<file path="config.mk">
export PLATFORM = sky130hd
export DESIGN_NAME = wdog_two_stage
export DESIGN_NICKNAME = d
export VERILOG_FILES = /design/src/rtl/wdog_pkg.sv /design/src/rtl/wdog_cfg.sv /design/src/rtl/wdog_core.sv /design/src/rtl/wdog_two_stage.sv
export SDC_FILE = /design/constraint.sdc
export NUM_CORES = 1
export LEC_CHECK = 0
export CAP_MARGIN = 5
export CORE_UTILIZATION = 50
export DETAILED_ROUTE_END_ITERATION = 10
export GPL_ROUTABILITY_DRIVEN = 1
export GPL_TIMING_DRIVEN = 0
export HOLD_SLACK_MARGIN = 0.03
export PLACE_DENSITY = 0.76
export SETUP_SLACK_MARGIN = 0.1
export SYNTH_ARGS = -nofsm -noshare
export SYNTH_HDL_FRONTEND = slang
export SYNTH_SLANG_ARGS = --single-unit
export TNS_END_PERCENT = 100
</file>
<file path="constraint.sdc">
create_clock -name clk -period 3.4 [get_ports clk]
set_clock_uncertainty 0.1 [all_clocks]
set_input_delay 0.68 -clock clk [delete_from_list [all_inputs] [get_ports clk]]
set_output_delay 0.68 -clock clk [all_outputs]
set_load 0.02 [all_outputs]
</file>
<file path="src/rtl/wdog_pkg.sv">
package wdog_pkg;
  localparam int unsigned REG_AW = 3;

  typedef enum logic [REG_AW-1:0] {
    REG_CTRL   = 3'd0,
    REG_LOAD   = 3'd1,
    REG_COUNT  = 3'd2,
    REG_RAW    = 3'd3,
    REG_MASKED = 3'd4,
    REG_CLEAR  = 3'd5,
    REG_LOCK   = 3'd6,
    REG_TEST   = 3'd7
  } reg_sel_e;

  localparam logic [31:0] UNLOCK_KEY  = 32'h1ACC_E551;
  localparam logic [31:0] LOCKED_CODE = 32'h0000_0001;
endpackage

</file>
<file path="src/rtl/wdog_cfg.sv">
module wdog_cfg (
  input  logic       clk,
  input  logic       rst_n,
  input  logic       soft_clr,
  input  logic       wr_ctrl,
  input  logic       wr_lock,
  input  logic       wr_test,
  input  logic [2:0] ctrl_bits,
  input  logic       test_bit,
  input  logic       key_hit,
  output logic       run,
  output logic       rst_en,
  output logic       nmi_sel,
  output logic       locked,
  output logic       stall_en
);
  logic run_d, rst_en_d, nmi_d, lock_d, stall_d;

  always_comb begin
    run_d    = run;
    rst_en_d = rst_en;
    nmi_d    = nmi_sel;
    lock_d   = locked;
    stall_d  = stall_en;
    if (wr_ctrl && !locked) begin
      run_d    = run | ctrl_bits[0];
      rst_en_d = ctrl_bits[1];
      nmi_d    = ctrl_bits[2];
    end
    if (wr_lock) lock_d = !key_hit;
    if (wr_test) stall_d = test_bit;
    if (soft_clr) begin
      run_d    = 1'b0;
      rst_en_d = 1'b0;
      nmi_d    = 1'b0;
      lock_d   = 1'b0;
      stall_d  = 1'b0;
    end
  end

  always_ff @(posedge clk or negedge rst_n) begin
    if (!rst_n) begin
      run      <= 1'b0;
      rst_en   <= 1'b0;
      nmi_sel  <= 1'b0;
      locked   <= 1'b0;
      stall_en <= 1'b0;
    end else begin
      run      <= run_d;
      rst_en   <= rst_en_d;
      nmi_sel  <= nmi_d;
      locked   <= lock_d;
      stall_en <= stall_d;
    end
  end
endmodule

</file>
<file path="src/rtl/wdog_core.sv">
module wdog_core #(
  parameter int unsigned DW = 32
) (
  input  logic          clk,
  input  logic          rst_n,
  input  logic          run,
  input  logic          rst_en,
  input  logic          stall_en,
  input  logic          dbg_halt,
  input  logic          load_wr,
  input  logic          clr_wr,
  input  logic [DW-1:0] wdata,
  output logic [DW-1:0] count,
  output logic [DW-1:0] load_val,
  output logic          pending,
  output logic          fire
);
  localparam logic [DW-1:0] ALL_ONES = '1;

  logic [DW-1:0] cnt_d, load_d;
  logic          pend_d, fire_d, tick;

  assign tick = run && !(stall_en && dbg_halt);

  always_comb begin
    cnt_d  = count;
    load_d = load_val;
    pend_d = pending;
    fire_d = 1'b0;
    if (clr_wr) pend_d = 1'b0;
    if (tick) begin
      if (count == '0) begin
        cnt_d = load_val;
        if (pending) fire_d = rst_en;
        else         pend_d = 1'b1;
      end else begin
        cnt_d = count - 1'b1;
      end
    end
    if (load_wr) begin
      load_d = wdata;
      cnt_d  = wdata;
      if (wdata == '0) pend_d = 1'b1;
    end
    if (fire) begin
      cnt_d  = ALL_ONES;
      load_d = ALL_ONES;
      pend_d = 1'b0;
      fire_d = 1'b0;
    end
  end

  always_ff @(posedge clk or negedge rst_n) begin
    if (!rst_n) begin
      count    <= ALL_ONES;
      load_val <= ALL_ONES;
      pending  <= 1'b0;
      fire     <= 1'b0;
    end else begin
      count    <= cnt_d;
      load_val <= load_d;
      pending  <= pend_d;
      fire     <= fire_d;
    end
  end
endmodule

</file>
<file path="src/rtl/wdog_two_stage.sv">
module wdog_two_stage
  import wdog_pkg::*;
#(
  parameter int unsigned DW = 32
) (
  input  logic              clk,
  input  logic              rst_n,
  input  logic [REG_AW-1:0] bus_addr,
  input  logic              bus_we,
  input  logic [DW-1:0]     bus_wdata,
  output logic [DW-1:0]     bus_rdata,
  input  logic              dbg_halt,
  output logic              irq_std,
  output logic              irq_nmi,
  output logic              sys_rst_req
);
  logic [1:0]    rst_sync;
  logic          rst_core_n;
  logic          run, rst_en, nmi_sel, locked, stall_en;
  logic          pending, fire, masked;
  logic [DW-1:0] count_val, load_val;
  logic          wr_ctrl, wr_load, wr_clear, wr_lock, wr_test, key_hit;

  always_ff @(posedge clk or negedge rst_n) begin
    if (!rst_n) rst_sync <= 2'b00;
    else        rst_sync <= {rst_sync[0], 1'b1};
  end
  assign rst_core_n = rst_sync[1];

  assign wr_ctrl  = bus_we && (bus_addr == REG_CTRL);
  assign wr_load  = bus_we && (bus_addr == REG_LOAD) && !locked;
  assign wr_clear = bus_we && (bus_addr == REG_CLEAR) && bus_wdata[0];
  assign wr_lock  = bus_we && (bus_addr == REG_LOCK);
  assign wr_test  = bus_we && (bus_addr == REG_TEST);
  assign key_hit  = (bus_wdata == DW'(UNLOCK_KEY));

  wdog_cfg u_cfg (
    .clk       (clk),
    .rst_n     (rst_core_n),
    .soft_clr  (fire),
    .wr_ctrl   (wr_ctrl),
    .wr_lock   (wr_lock),
    .wr_test   (wr_test),
    .ctrl_bits (bus_wdata[2:0]),
    .test_bit  (bus_wdata[0]),
    .key_hit   (key_hit),
    .run       (run),
    .rst_en    (rst_en),
    .nmi_sel   (nmi_sel),
    .locked    (locked),
    .stall_en  (stall_en)
  );

  wdog_core #(.DW(DW)) u_core (
    .clk      (clk),
    .rst_n    (rst_core_n),
    .run      (run),
    .rst_en   (rst_en),
    .stall_en (stall_en),
    .dbg_halt (dbg_halt),
    .load_wr  (wr_load),
    .clr_wr   (wr_clear),
    .wdata    (bus_wdata),
    .count    (count_val),
    .load_val (load_val),
    .pending  (pending),
    .fire     (fire)
  );

  assign masked      = pending && run;
  assign irq_std     = masked && !nmi_sel;
  assign irq_nmi     = masked && nmi_sel;
  assign sys_rst_req = fire;

  always_comb begin
    bus_rdata = '0;
    case (reg_sel_e'(bus_addr))
      REG_CTRL:   bus_rdata[2:0] = {nmi_sel, rst_en, run};
      REG_LOAD:   bus_rdata = load_val;
      REG_COUNT:  bus_rdata = count_val;
      REG_RAW:    bus_rdata[0] = pending;
      REG_MASKED: bus_rdata[0] = masked;
      REG_LOCK:   bus_rdata = locked ? DW'(LOCKED_CODE) : '0;
      REG_TEST:   bus_rdata[0] = stall_en;
      default:    bus_rdata = '0;
    endcase
  end
endmodule

</file>
==> results by group <==
Power and ir drop
  • Internal power: between 2000 and 2500 uW
  • Clock power frac: 26.5%
  • NetSw: 1156 uW
  • Sw frac: 35.36%
  • Leakage: 0.002357 uW
  • Pwr dens: 576.5 mW/mm2
  • Peak supply drop: ~0.29 mV
  • Combinational power share: about 28%
  • Sequential power share: between 40 and 50%
  • Overall power: around 3300 uW

Worst setup path
  • Critical path class: register to register
  • FF-to-FF setup slack: 0.13 ns
  • Startpoint Class: register
  • CP Buf/Inv Count: 1
  • Max incr delay on CP: roughly 0.76 ns
  • Family with the most delay on the worst path: simple AND/OR/NAND/NOR gates
  • Reg2reg start: u_core.count[19]$_DFFE_PN1P_
  • Worst Path Max Fanout: 10
  • RR Endpoint: u_core.count[27]$_DFFE_PN1P_
  • Crit path max-delay cell type: nor4b_2
  • CP arrival: 3.47 ns
  • Critical Path RT: around 3.6 ns
  • CP cell instances: or4_1 -> nor3_1 -> nor4b_2 -> buf_2 -> nand3_1 -> and3_1 -> o21ai_1
  • Worst R2R Path Depth: 7
  • Crit end category: register

GRT
  • Initial antenna violation count: 0
  • Largest net degree at the start of global routing: 72
  • Global-route wire length before repair: roughly 26000 um
  • Number of global-route vias before repair: 4685
  • Total global routing overflow: 0
  • Total track usage: roughly 37%

Die
  • Number of I/O pins: 74
  • Starting density of the core: 51.80%
  • Die area: 0.009463 mm2
  • Core ar.: 0.008763 mm2
  • Die height: 97.28 um
  • Chip width: just under 100 um
  • Row count: 34

Clock tree
  • Total CTS buffers: 9
  • CTS sink count: 73
  • Root buf cell: clkbuf_8
  • CTS Hold Buffers Added: 0
  • CTS tree: yes
  • Htree depth: 3
  • Max Root-Sink Buffers: 2
  • Clk Latency, worst-skew pair: approximately 0.36 ns
  • Reg clk slew, reported paths: 0.09 ns

STA
  • Slew HR: 23.68%
  • Final hold violation count: 0
  • Slew Viols, Final: 0
  • RSZ-0062 raised after global routing: yes
  • Final Cycle Share: a little over nine tenths
  • Worst slew pin tran: around 1.1 ns
  • Setup_tns: 0 ns
  • Min Tclk post-route: 3.274 ns
  • Max Clk Rate: 0.3054 GHz
  • Finish-stage setup viols: 0

Synth
  • Yosys cell types: 60
  • Mapped Area: 0.004539 mm2
  • Cell taking the most area after synthesis: dfstp_2
  • FFs w/ async S/R, synth: 100.0%
  • Top post-synthesis cells by area: dfstp_2 (37%), nand2_1 (8.1%), a22o_1 (5.8%)
  • Synth Flop Type: dfstp_2
  • Post-Syn Instances: around 530
  • Yosys reg bits: between 70 and 80
  • Synth Warn #: 0
  • Mapped Nets: approximately 570
  • Top-area cell type share of the netlist area: 37.05%
  • Most common cell in the netlist: nand2_1
  • Top post-synthesis cells by count: nand2_1 (98), dfstp_2 (64), a21oi_1 (42)
  • Seq/Total Area, Yosys: between 40% and 50%
  • Mean area per synthesized cell: between 8 and 9 um2
  • Post-synth EDFFs: 0

Drt
  • First-pass DRT Iterations: 6
  • DRC: 0
  • Vias: about 5000
  • Vias per inst: roughly 6.7
  • Initial DRC count: about 430
  • Routed wire length: 17130 um
  • Routed WL per cell: about 23 um
  • Final ANT Viol Nets: 0

Cells and area
  • Design Area, Final: 0.005668 mm2
  • Share of layout cells above drive strength 1: a little under 20%
  • Nets: between 600 and 700
  • P&R area growth vs syn: 24.86%
  • Fillcell total: 773
  • Diode count: 0

Hold path
  • Worst Hold End: rst_sync[1]$_DFF_PN0_
  • HP Start: rst_sync[0]$_DFF_PN0_
  • Hold Crit Class: register to register
  • Hold Path Depth: 0

Placed design
  • DP HPWL: about 12000 um
  • Placed cell area: between 0.005 and 0.006 mm2
  • GPL Wtd Cong: between 0.9 and 1
  • Input/output buffers: 72

Run
  • Max Cap Viol: 0

Status
  • Status: finished clean
[power groups by stage]
stage	sequential (uW)	combinational [uW]	clock [uW]
detailed placement	1500	893	0
global placement	1490	876	0
finish	1500	901	866
global route	1540	983	899
floorplan	1420	602	0
CTS	1490	884	870
[through the flow]
| stage | std cells | hold slack [ns] | worst slack [ns] | utilization, % |
|---|---|---|---|---|
| floorplan | 532 | 0.2312 | 0.3364 | - |
| global placement | 712 | 0.2435 | -1.326 | 61.56 |
| detailed placement | 712 | 0.2448 | -1.306 | 61.61 |
| CTS | 729 | 0.2751 | 0.03903 | 64.86 |
| global route | 729 | 0.2749 | 0.05531 | 64.68 |
| finish | 729 | 0.2695 | 0.1256 | 64.68 |
[area by class of cell]
class,instances,area [um2],area share (%)
inverter,5,18.77,0.3311
clock buffer,11,141.4,2.494
timing repair buffer,73,673.1,11.88
sequential,73,1911,33.71
tap,108,135.1,2.384
multi-input combinational,421,2489,43.91
clock inverter,5,102.6,1.810
buffer,33,197.7,3.488
[sequential cells by signal (all words and copies together) (netlist names)]
name             flops
u_core.count        32
u_cfg.rst_en         1
u_core.pending       1
u_cfg.locked         1
u_core.fire          1
u_core.load_val     32
u_cfg.stall_en       1
u_cfg.run            1
rst_sync             2
u_cfg.nmi_sel        1
[cell usage in the layout, fill, tap and decap left out, types with 12 or more instances in the layout]
master and n:
a22o_1 30, o21ai_0 30, clkbuf_1 19, nand2_1 98
a21oi_1 42, nor3_1 18, clkdlybuf4s50_1 42, nand4_1 12
nand3_1 17, dlygate4sd2_1 19, dfstp_2 64, nor4_1 14
o211ai_1 19, a31oi_1 12, nor2_1 35
[metal layers]
| metal | vias up | GRT usage, % | routed length (um) |
|---|---|---|---|
| li1 | 2152 | - | - |
| met1 | 2377 | 50.65 | 7209 |
| met2 | 277 | 57.10 | 7750 |
| met3 | 60 | 5.108 | 1442 |
| met4 | 0 | 16.97 | 724 |
| met5 | - | 0 | 0 |
[cell families after synthesis]
kind of cell    Yosys count  share of synthesized area (%)
flops                    73                          42.01
fa+ha+maj                 2                         0.5512
simple gates            232                          24.94
buf+inv                  38                          3.638
xor+xnor                 10                          1.929
other cells               1                        0.08261
compound gates          165                          24.39
mux                      11                          2.453
[worst max path at each step]
stage	start	to	slack, ns	cells after the start
5_1_grt	bus_addr[2]	bus_rdata[0]	0.06	6
3_3_place_gp	bus_addr[0]	bus_rdata[8]	-1.33	8
6_report	u_core.count[19]$_DFFE_PN1P_	u_core.count[27]$_DFFE_PN1P_	0.13	7
4_1_cts	bus_addr[0]	bus_rdata[8]	0.04	8
3_5_place_dp	bus_addr[0]	bus_rdata[8]	-1.31	8
2_1_floorplan	bus_addr[1]	bus_rdata[13]	0.34	6
[what timing repair did]
action                                 4_1_cts  5_1_grt
endpoints found under the hold margin        0        0
gates resized for setup                     62       16
setup endpoints to repair                   32       14
setup buffers                                1        0
pin swaps                                    0        1
Note: power is estimated with default switching activity, not from simulation.
